File: src/rtl/wpm_pkg.sv
package wpm_pkg;
   typedef enum logic {
      DIR_READ  = 1'b0,
      DIR_WRITE = 1'b1
   } acc_dir_e;

   typedef enum logic {
      SAMPLE_LEVEL = 1'b0,
      SAMPLE_EDGE  = 1'b1
   } sample_mode_e;

   typedef struct packed {
      logic         mon_en;
      sample_mode_e mode;
   } mon_cfg_t;
endpackage

File: src/rtl/wpm_sync.sv
module wpm_sync #(
   parameter int WIDTH = 2
) (
   input  logic             clk,
   input  logic             rst_n,
   input  logic [WIDTH-1:0] d_i,
   output logic [WIDTH-1:0] q_o
);
   logic [WIDTH-1:0] meta_q;
   logic [WIDTH-1:0] stab_q;

   for (genvar b = 0; b < WIDTH; b++) begin : g_bit
      always_ff @(posedge clk) begin
         if (!rst_n) begin
            meta_q[b] <= 1'b0;
            stab_q[b] <= 1'b0;
         end else begin
            meta_q[b] <= d_i[b];
            stab_q[b] <= meta_q[b];
         end
      end
   end

   assign q_o = stab_q;

   logic [1:0] age_q;
   always_ff @(posedge clk) begin
      if (!rst_n) age_q <= 2'd0;
      else if (age_q != 2'd2) age_q <= age_q + 2'd1;
   end


   sync_latency_chk: assert property (@(posedge clk) disable iff (!rst_n)
      (age_q == 2'd2) |-> (q_o == $past(d_i, 2)));
endmodule

File: src/rtl/wpm_pin_cond.sv
module wpm_pin_cond #(
   parameter int NUM_PINS = 2
) (
   input  logic                clk,
   input  logic                rst_n,
   input  logic [NUM_PINS-1:0] lvl_i,
   input  logic [NUM_PINS-1:0] active_low_i,
   input  logic                edge_i,
   output logic [NUM_PINS-1:0] busy_lvl_o,
   output logic [NUM_PINS-1:0] busy_cap_o
);
   logic [NUM_PINS-1:0] cap_q;

   for (genvar p = 0; p < NUM_PINS; p++) begin : g_pin
      always_comb begin
         if (active_low_i[p]) busy_lvl_o[p] = ~lvl_i[p];
         else                 busy_lvl_o[p] =  lvl_i[p];
      end

      always_ff @(posedge clk) begin
         if (!rst_n)      cap_q[p] <= 1'b0;
         else if (edge_i) cap_q[p] <= busy_lvl_o[p];
      end
   end

   assign busy_cap_o = cap_q;


   cap_hold_chk: assert property (@(posedge clk) disable iff (!rst_n)
      !$past(edge_i) |-> $stable(busy_cap_o));
endmodule

File: src/rtl/wpm_cfg_sel.sv
module wpm_cfg_sel
   import wpm_pkg::*;
#(
   parameter int NUM_CS   = 4,
   parameter int NUM_PINS = 2,
   parameter int SEL_W    = 2,
   localparam int CS_W    = (NUM_CS > 1) ? $clog2(NUM_CS) : 1,
   localparam int PIN_W   = (NUM_PINS > 1) ? $clog2(NUM_PINS) : 1
) (
   input  logic [CS_W-1:0]         cs_idx_i,
   input  logic [NUM_CS*SEL_W-1:0] pin_sel_i,
   input  logic [NUM_CS-1:0]       rd_en_i,
   input  logic [NUM_CS-1:0]       wr_en_i,
   input  logic [NUM_CS-1:0]       rd_sync_i,
   input  logic [NUM_CS-1:0]       wr_sync_i,
   input  acc_dir_e                dir_i,
   output logic [PIN_W-1:0]        pin_idx_o,
   output mon_cfg_t                cfg_o
);
   logic             cs_ok;
   logic [SEL_W-1:0] sel_field;

   if ((1 << CS_W) == NUM_CS) begin : g_cs_full
      assign cs_ok = 1'b1;
   end else begin : g_cs_partial
      assign cs_ok = (int'(cs_idx_i) < NUM_CS);
   end

   always_comb begin
      sel_field = '0;
      for (int c = 0; c < NUM_CS; c++) begin
         if (int'(cs_idx_i) == c) sel_field = pin_sel_i[c*SEL_W +: SEL_W];
      end
   end

   always_comb begin
      if (int'(sel_field) < NUM_PINS) pin_idx_o = sel_field[PIN_W-1:0];
      else                            pin_idx_o = '0;
   end

   always_comb begin
      cfg_o.mon_en = 1'b0;
      cfg_o.mode   = SAMPLE_LEVEL;
      if (cs_ok) begin
         if (dir_i == DIR_WRITE) begin
            cfg_o.mon_en = wr_en_i[cs_idx_i];
            cfg_o.mode   = sample_mode_e'(wr_sync_i[cs_idx_i]);
         end else begin
            cfg_o.mon_en = rd_en_i[cs_idx_i];
            cfg_o.mode   = sample_mode_e'(rd_sync_i[cs_idx_i]);
         end
      end
   end
endmodule

File: src/rtl/wait_pin_monitor.sv
module wait_pin_monitor
   import wpm_pkg::*;
#(
   parameter int NUM_CS   = 4,
   parameter int NUM_PINS = 2,
   parameter int SEL_W    = 2,
   localparam int CS_W    = (NUM_CS > 1) ? $clog2(NUM_CS) : 1,
   localparam int PIN_W   = (NUM_PINS > 1) ? $clog2(NUM_PINS) : 1
) (
   input  logic                    clk,
   input  logic                    rst_n,
   input  logic [NUM_PINS-1:0]     wait_pin_i,
   input  logic [NUM_PINS-1:0]     pin_active_low_i,
   input  logic [CS_W-1:0]         cs_idx_i,
   input  logic [NUM_CS*SEL_W-1:0] cs_pin_sel_i,
   input  logic [NUM_CS-1:0]       cs_rd_mon_en_i,
   input  logic [NUM_CS-1:0]       cs_wr_mon_en_i,
   input  logic [NUM_CS-1:0]       cs_rd_sync_i,
   input  logic [NUM_CS-1:0]       cs_wr_sync_i,
   input  logic                    acc_write_i,
   input  logic                    ext_clk_edge_i,
   input  logic                    mon_window_i,
   output logic                    stall_o,
   output logic                    ready_o
);
   if (NUM_PINS < 1 || NUM_PINS > (1 << SEL_W)) begin : g_bad_pins
      $error("wait_pin_monitor: NUM_PINS must lie in 1 .. 2**SEL_W");
   end
   if (NUM_CS < 1) begin : g_bad_cs
      $error("wait_pin_monitor: NUM_CS must be at least 1");
   end
   if (SEL_W < 1) begin : g_bad_sel
      $error("wait_pin_monitor: SEL_W must be at least 1");
   end

   logic [NUM_PINS-1:0] pin_sync;
   logic [NUM_PINS-1:0] busy_lvl;
   logic [NUM_PINS-1:0] busy_cap;
   logic [PIN_W-1:0]    pin_idx;
   mon_cfg_t            cfg;
   logic                busy_sel;

   wpm_sync #(.WIDTH(NUM_PINS)) i_sync (
      .clk   (clk),
      .rst_n (rst_n),
      .d_i   (wait_pin_i),
      .q_o   (pin_sync)
   );

   wpm_pin_cond #(.NUM_PINS(NUM_PINS)) i_pin_cond (
      .clk          (clk),
      .rst_n        (rst_n),
      .lvl_i        (pin_sync),
      .active_low_i (pin_active_low_i),
      .edge_i       (ext_clk_edge_i),
      .busy_lvl_o   (busy_lvl),
      .busy_cap_o   (busy_cap)
   );

   wpm_cfg_sel #(
      .NUM_CS   (NUM_CS),
      .NUM_PINS (NUM_PINS),
      .SEL_W    (SEL_W)
   ) i_cfg_sel (
      .cs_idx_i  (cs_idx_i),
      .pin_sel_i (cs_pin_sel_i),
      .rd_en_i   (cs_rd_mon_en_i),
      .wr_en_i   (cs_wr_mon_en_i),
      .rd_sync_i (cs_rd_sync_i),
      .wr_sync_i (cs_wr_sync_i),
      .dir_i     (acc_dir_e'(acc_write_i)),
      .pin_idx_o (pin_idx),
      .cfg_o     (cfg)
   );

   always_comb begin
      if (cfg.mode == SAMPLE_EDGE) busy_sel = busy_cap[pin_idx];
      else                         busy_sel = busy_lvl[pin_idx];
   end

   assign stall_o = mon_window_i & cfg.mon_en & busy_sel;
   assign ready_o = ~stall_o;


   window_gate_chk: assert property (@(posedge clk) disable iff (!rst_n)
      !mon_window_i |-> !stall_o);


   rd_mon_off_chk: assert property (@(posedge clk) disable iff (!rst_n)
      (!acc_write_i && (int'(cs_idx_i) < NUM_CS) && !cs_rd_mon_en_i[cs_idx_i]) |-> !stall_o);


   wr_mon_off_chk: assert property (@(posedge clk) disable iff (!rst_n)
      (acc_write_i && (int'(cs_idx_i) < NUM_CS) && !cs_wr_mon_en_i[cs_idx_i]) |-> !stall_o);
endmodule

File: config.mk
export PLATFORM = sky130hd
export DESIGN_NAME = wait_pin_monitor
export DESIGN_NICKNAME = d
export VERILOG_FILES = /design/src/rtl/wpm_pkg.sv /design/src/rtl/wpm_sync.sv /design/src/rtl/wpm_pin_cond.sv /design/src/rtl/wpm_cfg_sel.sv /design/src/rtl/wait_pin_monitor.sv
export SDC_FILE = /design/constraint.sdc
export NUM_CORES = 1
export LEC_CHECK = 0
export BUFFER_PORTS_ARGS = -buffer_cell sky130_fd_sc_hd__buf_2
export CAP_MARGIN = 20
export CORE_AREA = 3 3 40 42
export CTS_BUF_LIST = sky130_fd_sc_hd__clkbuf_4
export CTS_CLUSTER_DIAMETER = 80
export DETAILED_ROUTE_END_ITERATION = 10
export DIE_AREA = 0 0 43 45
export PLACE_DENSITY = 0.69
export SLEW_MARGIN = 20
export SYNTH_ARGS = -nofsm -noshare
export SYNTH_HDL_FRONTEND = slang
export SYNTH_SLANG_ARGS = --single-unit
File: constraint.sdc
create_clock -name clk -period 3.8 [get_ports clk]
set_clock_uncertainty 0.15 [all_clocks]
set_input_delay 0.76 -clock clk [delete_from_list [all_inputs] [get_ports clk]]
set_output_delay 0.76 -clock clk [all_outputs]
set_load 0.02 [all_outputs]
Word level (Yosys, flattened, before mapping) --
Index checks and enable logic that the tools add are counted.
Word-level totals: word-level logic and storage cells 39, bits in registers 6
Cells by class: equality and inequality tests 3, order comparisons 3, muxes and demuxes 21, bitwise gates (word level) 5, reductions and logical operators 1
Operator list (count):
- 1-bit 2-to-1 mux | 12
- 2-bit 2-to-1 mux | 5
- 1-bit binary-select mux with 2-bit select | 4
- 2-bit == test (second input constant) | 2
- 2-bit by 3-bit < comparator with 1-bit output (second input constant) | 1
- 1-bit inverter | 3
- 1-bit bitwise AND | 2
- 2-bit by 1-bit == test with 1-bit output (second input constant) | 1
- 2-bit zero test | 1
- 1-bit by 2-bit < comparator with 1-bit output (second input constant) | 1
- 2-bit < comparator (second input constant) | 1

Depth between registers and ports, before layout --
Gate-level depths: netlist of run 1.
word-level depth 12, depth in mapped cells 5, mapped depth without buffers 5

Modules after synthesis --
From an unflattened synthesis of run 1, not the netlist that was laid out.
Second synthesis, totals: cells, all modules 32, area total of the unflattened synthesis 402.9 um2
Modules (own cells, without submodules):
- wpm_cfg_sel | seq. area each 0.0 um2, times used 1, area each 178.9 um2, cells each 11
- wpm_sync | seq. area each 80.1 um2, times used 1, area each 105.1 um2, cells each 8
- wpm_pin_cond | seq. area each 40.0 um2, times used 1, area each 85.1 um2, cells each 10
- wait_pin_monitor | seq. area each 0.0 um2, times used 1, area each 33.8 um2, cells each 3

Worst setup path after synthesis of run 1 --
Ideal clock, no wire load.
path type input-to-output, start in cs_idx_i[0], end out stall_o, stages 5, arrival 2.046 ns, path buffers 1, path slack 0.844 ns, required time 2.890 ns, cell sequence buf_6 mux4_1 mux2i_1 mux2i_1 and3_1
Between the ends: cells in the longest elaborated chain, start to end 11
RTL lines:
- from (decl) | line wait_pin_monitor.sv:14 | input logic [CS_W-1:0] cs_idx_i,
- 2-bit zero test | line wpm_cfg_sel.sv:32 | if (int'(cs_idx_i) == c) sel_field = pin_sel_i[c*SEL_W +: SEL_W];
- 2-bit 2-to-1 mux (4 in series) | line wpm_cfg_sel.sv:32
- 2-bit < comparator | line wpm_cfg_sel.sv:37 | if (int'(sel_field) < NUM_PINS) pin_idx_o = sel_field[PIN_W-1:0];
- 1-bit 2-to-1 mux | line wpm_cfg_sel.sv:37
- 1-bit 2-to-1 mux (on tied branches) (2 in series) | line wait_pin_monitor.sv:78, wait_pin_monitor.sv:77
- 1-bit 2-to-1 mux | line wait_pin_monitor.sv:77 | if (cfg.mode == SAMPLE_EDGE) busy_sel = busy_cap[pin_idx];
- 1-bit bitwise AND * | line wait_pin_monitor.sv:81 | assign stall_o = mon_window_i & cfg.mon_en & busy_sel;
- to (decl) | line wait_pin_monitor.sv:23 | output logic stall_o,
Mark *: on every way between the ends. The rest lies on a longest branch, timed or not. The select of a mux whose other input is x is not followed.

Final worst setup path of run 1 --
Ends and elaborated chain as after synthesis.

==> impl_metrics.py, run 1 <==
metrics = {
    "floorplan": {
        "fp.coreArea_um2": 1280,
        "rows": 13,
        "dieWidth_um": 43,
        "io_pins": 37,
        "die_area_um2": 1940,
        "initial_core_util_pct": 33.1,
        "die_y_um": 45,
    },
    "run_status": {
        "status": "complete, no violations",
    },
    "cts": {
        "path_clk_slew_ns": 0.05,
        "clock_latency_ns": 0.24,
        "clkSinkCount": 6,
        "cts_buffers": 3,
        "h-tree-depth": 1,
        "cts_resized": 0,
        "cts_root_buffer": "clkbuf_4",
        "cts_tree": "built",
        "cts_buffer_depth": 2,
        "cts_hold_buf": 0,
        "post-cts-setup-buffers": 0,
    },
    "detailed_routing": {
        "met1Wirelength_um": 282,
        "vias": 407,
        "wl_met2_um": 655,
        "wire_per_inst_um": 11.6,
        "avgViaCountPerCell": 4.73,
        "detail_route.first_pass.iterations": 3,
        "drtIter0Drc": 1,
        "top_layer_used": "met3",
        "route.detailed.drc": 0,
        "ant_nets": 0,
        "wirelength_um": 995,
        "wl_met3_um": 57,
    },
    "critical_path": {
        "crit_type": "in2out",
        "worstSetupStartpointType": "primary input",
        "worstSetupEndpointType": "primary output",
        "cp_data_arrival_time_ns": 2.24,
        "critPathMaxFanout": 5,
        "required_ns": 2.89,
    },
    "synth": {
        "avgSynthCellArea_um2": 12.9,
        "seq_area_frac_synth_pct": 28.2,
        "syn_nets": 68,
        "yosysTopAreaCellShare_pct": 30.9,
        "netlist_instances": 33,
        "synth_area_leaders": "mux4_1 31%, dfxtp_1 28%, mux2i_1 14%",
        "synth_top_cell_by_area": "mux4_1",
        "ys.warnings.count": 0,
        "ys_ff_latch": 6,
        "syn-cell-area_um2": 425,
        "ys_types": 11,
    },
    "power": {
        "leakage_nw": 0.339,
        "ir_drop_v": 0.000241,
        "power_density_nw_per_um2": 273,
        "p_total_uw": 174,
    },
    "sta": {
        "period_needed_ns": 3.15,
        "fmax_ghz": 0.317,
        "setup_violations": 0,
        "slew_viol_final": 0,
        "period_share_pct": 83.0,
        "finalHoldViolations": 0,
        "relSlewSlack_pct": 87.8,
        "fin_setup_tns_ns": 0,
        "grt_setup_unrepaired": "no",
        "worst_pin_slew_ns": 0.177,
    },
    "placement": {
        "gp_congestion": 0.585,
        "port_buffers": 36,
        "dpl-instance-area_um2": 613,
    },
    "finish": {
        "drive_gt1_share_pct": 56.3,
        "nFillCells": 129,
        "antenna_cells": 0,
        "layout_commonest_cell": "buf_2",
        "final_area_um2": 636,
        "final_cell_mix": "36 x buf_2, 6 x mux2i_1, 6 x dfxtp_1",
        "fin_nets": 108,
        "synthToLayoutAreaGrowth_pct": 49.4,
    },
    "global_routing": {
        "grt_start_max_net_pins": 7,
        "first_global_vias": 414,
        "track_usage_pct": 9.89,
        "antenna_found_initial": 0,
        "grt_pass1_wl_um": 1440,
        "overflow": 0,
    },
    "hold_path": {
        "hp-class": "reg2reg",
    },
    "job": {
        "drv_cap": 0,
    },
}
## synth_stat cells
cell	count
nor2b_1	2
mux2_2	1
xor2_1	2
and3_1	1
buf_6	1
dfxtp_1	6
mux4_1	5
and2_1	4
nand2b_1	4
nand3_1	1
mux2i_1	6
## cell families after synthesis
group / count (synthesis) / share of synthesized area, %
DFF: 6 / 28.2
and+or+nand+nor: 12 / 17.4
xor gates and xnor gates: 2 / 4.12
muxes: 12 / 47.6
buffers and inverters: 1 / 2.65
## metrics by stage
| stage | std cells | utilization [%] | worst slack [ns] | hold slack, ns |
|---|---|---|---|---|
| finish | 86 | 49.5 | 0.647 | 0.275 |
| global placement | 83 | 47.7 | 0.714 | 0.265 |
| global route | 86 | 49.5 | 0.503 | 0.302 |
| detailed placement | 83 | 47.7 | 0.624 | 0.274 |
| CTS | 86 | 49.5 | 0.624 | 0.280 |
| floorplan | 33 | - | 0.844 | 0.262 |
## report_power, final
part	total (mW)	switching (mW)	internal [mW]
Sequential	0.0679	0.00120	0.0667
Combinational	0.0479	0.0175	0.0304
Clock	0.0580	0.0223	0.0357
Total	0.174	0.0410	0.133
## worst max-delay path, stage by stage
cell	delay (ns)
buf_2	0.15
mux4_1	0.57
mux2i_1	0.19
mux2i_1	0.25
and3_1	0.17
buf_2	0.15
## cell type report
cell class              count  area (µm²)  area share, %
repair buffers             36         180           28.3
multi-input cells          26         294           46.3
flip-flops and latches      6         120           18.9
clock buffers               3        22.5           3.54
well taps                  15        18.8           2.95
## metal layers
metal / global-route usage [%] / vias up
met5: 0 / -
met4: 5.42 / 0
met3: 4.78 / 0
met2: 19.2 / 11
met1: 8.11 / 192
li1: - / 204
## state kept, by name (all words and copies together) (netlist names)
| name | flops |
|---|---|
| i_sync.meta_q | 2 |
| i_sync.q_o | 2 |
| i_pin_cond.busy_cap_o | 2 |
## path summary, 6_finish.rpt
path              slack [ns]             start  cells past startpoint                       end
setup / recovery        0.65       cs_idx_i[0]                      6                   stall_o
hold / removal          0.28  i_sync.meta_q[0]                      1             i_sync.q_o[0]
setup reg to reg        2.86     i_sync.q_o[0]                      3  i_pin_cond.busy_cap_o[0]
hold reg to reg         0.28  i_sync.meta_q[0]                      1             i_sync.q_o[0]
Power figures use the tool's default switching activity.
==> run 2: changes to the inputs <==
==> constraint.sdc (replaced) <==
create_clock -name clk -period 3.1 [get_ports clk]
set_clock_uncertainty 0.15 [all_clocks]
set_input_delay 0.62 -clock clk [delete_from_list [all_inputs] [get_ports clk]]
set_output_delay 0.62 -clock clk [all_outputs]
set_load 0.02 [all_outputs]
==> run 2 against run 1 <==
Critical path depth stayed put. Utilization stayed put. Combinational power is 22% higher. Setup slack worse by 0.43 ns. Die area stayed put. Clock power is 17% higher. Largest power group unchanged. Highest routed layer unchanged.
==> impl_metrics.py, run 2 (same netlist as run 1, synthesis figures left out) <==
metrics = {
    "critical_path": {
        "crit_chain": "buf_2, mux4_1, mux2i_1, mux2i_1, and3_1, buf_2",
        "crit_family": "multiplexers",
        "crit_buf_inv": 2,
        "slowest_delay_ns": 0.57,
        "cp_data_arrival_time_ns": 2.11,
        "worstSetupEndpointType": "primary output",
        "regToRegStartpoint": "i_sync.q_o[0]",
        "slowest_stage": "mux4_1",
        "crit_type": "in2out",
        "worstSetupStartpointType": "primary input",
        "critPathMaxFanout": 5,
        "required_ns": 2.33,
        "startpoint": "cs_idx_i[0]",
    },
    "sta": {
        "slew_viol_final": 0,
        "grt_setup_unrepaired": "no",
        "fin_ws_ns": 0.219,
        "fmax_ghz": 0.347,
        "worst_pin_slew_ns": 0.178,
        "finalHoldViolations": 0,
        "relSlewSlack_pct": 87.8,
        "setup_violations": 0,
        "holdWs_ns": 0.279,
        "period_needed_ns": 2.88,
        "fin_setup_tns_ns": 0,
        "period_share_pct": 92.9,
    },
    "hold_path": {
        "hold_start": "i_sync.meta_q[0]",
        "hp-class": "reg2reg",
    },
    "detailed_routing": {
        "route.detailed.drc": 0,
        "avgViaCountPerCell": 4.71,
        "vias": 405,
        "detail_route.first_pass.iterations": 1,
        "drtIter0Drc": 0,
        "wirelength_um": 985,
        "wire_per_inst_um": 11.5,
        "ant_nets": 0,
    },
    "cts": {
        "post-cts-setup-buffers": 0,
        "path_clk_slew_ns": 0.04,
        "cts_buffers": 3,
        "cts_buffer_depth": 2,
        "cts_tree": "built",
        "clock_latency_ns": 0.24,
        "cts_hold_buf": 0,
        "cts_resized": 0,
        "clkSinkCount": 6,
        "cts_root_buffer": "clkbuf_4",
        "h-tree-depth": 1,
    },
    "finish": {
        "synthToLayoutAreaGrowth_pct": 49.4,
        "drive_gt1_share_pct": 56.3,
        "nFillCells": 115,
        "final_area_um2": 636,
        "antenna_cells": 0,
        "fin_nets": 108,
        "post-route-util_pct": 49.5,
        "stdcell_count": 86,
        "layout_commonest_cell": "buf_2",
        "final_cell_mix": "36 x buf_2, 6 x mux2i_1, 6 x dfxtp_1",
    },
    "placement": {
        "port_buffers": 36,
        "gp_congestion": 0.585,
        "pre_cts_slack_ns": 0.200,
        "dp_cells": 83,
        "dpl-instance-area_um2": 613,
    },
    "floorplan": {
        "io_pins": 37,
        "rows": 13,
        "die_y_um": 45,
        "fp.coreArea_um2": 1280,
        "initial_core_util_pct": 33.1,
        "die_area_um2": 1940,
        "dieWidth_um": 43,
    },
    "job": {
        "drv_cap": 0,
    },
    "power": {
        "leakage_nw": 0.339,
        "p_total_uw": 210,
        "power_density_nw_per_um2": 330,
        "ir_drop_v": 0.000225,
    },
    "global_routing": {
        "grt_start_max_net_pins": 7,
        "first_global_vias": 405,
        "antenna_found_initial": 0,
        "overflow": 0,
        "grt_pass1_wl_um": 1350,
        "track_usage_pct": 9.39,
    },
    "run_status": {
        "status": "complete, no violations",
    },
}
-- run 2: layout make-up --
cell class / count / area, µm² / area share [%]
multi-input cells: 26 / 294 / 46.3
repair buffers: 36 / 180 / 28.3
flip-flops and latches: 6 / 120 / 18.9
clock buffers: 3 / 22.5 / 3.54
well taps: 15 / 18.8 / 2.95
-- run 2: final timing paths --
path,slack [ns],to,depth (start not counted)
max,0.22,stall_o,6
min,0.28,i_sync.q_o[0],1
max reg2reg,2.19,i_pin_cond.busy_cap_o[0],3
min reg2reg,0.28,i_sync.q_o[0],1
-- run 2: power breakdown --
part           internal (mW)  total [mW]  switching [mW]
logic                 0.0372      0.0586          0.0214
registers             0.0818      0.0833         0.00146
clock network         0.0435      0.0680          0.0244
total                  0.163       0.210          0.0473
-- run 2: routing by layer --
metal | wire [µm] | up-vias | GRT usage [%]
met5 | 0 | - | 0
met4 | 0 | 0 | 9.04
li1 | - | 204 | -
met3 | 41 | 0 | 2.39
met1 | 299 | 192 | 7.37
met2 | 644 | 9 | 18.3
-- run 2: worst reg2reg max path: cells and delay by family, from the launching register on --
family           cells  cell delay [ns]
XOR/XNOR             1             0.14
AND/OR/NAND/NOR      1             0.06
flip-flops           1             0.30
multiplexers         1             0.16
==> run 3: changes to the inputs <==
--- a/config.mk
+++ b/config.mk
@@ -5,7 +5,7 @@
 export SDC_FILE = /design/constraint.sdc
 export NUM_CORES = 1
 export LEC_CHECK = 0
-export BUFFER_PORTS_ARGS = -buffer_cell sky130_fd_sc_hd__buf_2
+export BUFFER_PORTS_ARGS = -buffer_cell sky130_fd_sc_hd__buf_4
 export CAP_MARGIN = 20
 export CORE_AREA = 3 3 40 42
 export CTS_BUF_LIST = sky130_fd_sc_hd__clkbuf_4
@@ -13,6 +13,7 @@
 export DETAILED_ROUTE_END_ITERATION = 10
 export DIE_AREA = 0 0 43 45
 export PLACE_DENSITY = 0.69
+export SETUP_SLACK_MARGIN = 0.02
 export SLEW_MARGIN = 20
 export SYNTH_ARGS = -nofsm -noshare
 export SYNTH_HDL_FRONTEND = slang
==> run 3 against run 2 <==
Die area unchanged. Non-clock buffer count did not move. Hold slack improved by 0.00058 ns. Setup slack gained 0.075 ns.
==> impl_metrics.py, run 3 (same netlist as run 1, synthesis figures left out) <==
metrics = {
    "cts": {
        "cts_buffers": 3,
        "path_clk_slew_ns": 0.04,
        "cts_tree": "built",
        "clkSinkCount": 6,
        "clock_latency_ns": 0.23,
        "cts_buffer_depth": 2,
        "cts_resized": 0,
        "h-tree-depth": 1,
        "cts_root_buffer": "clkbuf_4",
        "post-cts-setup-buffers": 0,
        "cts_hold_buf": 0,
    },
    "sta": {
        "setup_violations": 0,
        "slew_viol_final": 0,
        "fin_setup_tns_ns": 0,
        "fmax_ghz": 0.356,
        "period_needed_ns": 2.81,
        "period_share_pct": 90.5,
        "worst_pin_slew_ns": 0.172,
        "fin_ws_ns": 0.294,
        "finalHoldViolations": 0,
        "holdWs_ns": 0.280,
        "grt_setup_unrepaired": "no",
        "relSlewSlack_pct": 88.2,
    },
    "critical_path": {
        "crit_family": "multiplexers",
        "cp_data_arrival_time_ns": 2.04,
        "critPathMaxFanout": 2,
        "crit_type": "in2out",
        "required_ns": 2.33,
        "crit_chain": "buf_4, nand2b_1, mux4_1, mux2i_1, mux2i_1, and3_1, buf_4",
        "worstSetupEndpointType": "primary output",
        "rrSetupSlack_ns": 2.16,
        "worstSetupStartpointType": "primary input",
        "slowest_delay_ns": 0.55,
        "crit_buf_inv": 2,
        "slowest_stage": "mux4_1",
    },
    "global_routing": {
        "met3_usage_pct": 3.59,
        "use_met2_pct": 29.3,
        "grt_pass1_wl_um": 1830,
        "busiest_layer": "met2",
        "first_global_vias": 458,
        "antenna_found_initial": 0,
        "use_met1_pct": 10.8,
        "grt_start_max_net_pins": 7,
        "track_usage_pct": 13.4,
        "overflow": 0,
    },
    "finish": {
        "fin_nets": 108,
        "drive_gt1_share_pct": 56.3,
        "stdcell_count": 86,
        "final_cell_mix": "36 x buf_4, 6 x mux2i_1, 6 x dfxtp_1",
        "synthToLayoutAreaGrowth_pct": 70.6,
        "nFillCells": 145,
        "antenna_cells": 0,
        "layout_commonest_cell": "buf_4",
    },
    "floorplan": {
        "fp.coreArea_um2": 1280,
        "die_area_um2": 1940,
        "die_y_um": 45,
        "dieWidth_um": 43,
        "initial_core_util_pct": 33.1,
        "rows": 13,
        "io_pins": 37,
    },
    "power": {
        "p_int_uw": 176,
        "ir_drop_v": 0.000227,
        "power_density_nw_per_um2": 311,
        "p_clk_share_pct": 30.8,
        "power.switching_uw": 50.0,
        "combPwrFrac_pct": 32.3,
        "leakage_nw": 0.370,
        "p_total_uw": 226,
        "swShare_pct": 22.1,
        "pwr-share-seq_pct": 36.9,
    },
    "placement": {
        "pre_cts_slack_ns": 0.286,
        "port_buffers": 36,
        "gp_congestion": 0.628,
        "hpwlAfterDp_um": 1090,
        "dp_cells": 83,
    },
    "job": {
        "drv_cap": 0,
    },
    "detailed_routing": {
        "avgViaCountPerCell": 4.72,
        "wirelength_um": 1210,
        "route.detailed.drc": 0,
        "ant_nets": 0,
        "vias": 406,
        "detail_route.first_pass.iterations": 3,
        "drtIter0Drc": 4,
        "wire_per_inst_um": 14.0,
    },
    "run_status": {
        "status": "complete, no violations",
    },
    "hold_path": {
        "hp-class": "reg2reg",
    },
}
-- run 3: cell counts in the layout (fill, tap and decap cells not counted) --
No cell type changed its count.
-- run 3: final timing paths --
check	start	endpoint	cells after the start
hold reg to reg	i_sync.meta_q[1]	i_sync.q_o[1]	1
hold / removal	i_sync.meta_q[1]	i_sync.q_o[1]	1
setup reg to reg	i_sync.q_o[0]	i_pin_cond.busy_cap_o[0]	3
setup / recovery	cs_pin_sel_i[3]	stall_o	7
-- run 3: layout make-up --
class	instances	area, µm²	area share (%)
multi-input cells	26	294	40.5
repair buffers	36	270	37.2
flip-flops and latches	6	120	16.6
well taps	15	18.8	2.59
clock buffers	3	22.5	3.10
-- run 3: worst register-to-register path: stages, from the launching register on --
cell     delay, ns
dfxtp_1       0.33
xor2_1        0.19
mux2i_1       0.11
nor2b_1       0.11
-- run 3: power groups by stage --
stage               logic, mW  registers, mW  clock network (mW)
floorplan              0.0331         0.0843                   0
detailed placement     0.0738         0.0848                   0
global placement       0.0708         0.0846                   0
global route           0.0793         0.0837              0.0803
CTS                    0.0739         0.0834              0.0722
finish                 0.0728         0.0833              0.0695
-- run 3: metrics by stage --
stage | area [µm²] | util [%]
after detailed placement | 703 | 54.7
final | 726 | 56.5
after global placement | 703 | 54.7
after CTS | 726 | 56.5
after global routing | 726 | 56.5
after floorplan | 425 | -
-- run 3: metal layers --
metal  vias up  share of wire (%)
li1        205                  -
met1       192                 28
met2         9                 68
met3         0                3.9
met4         0                  0
met5         -                  0
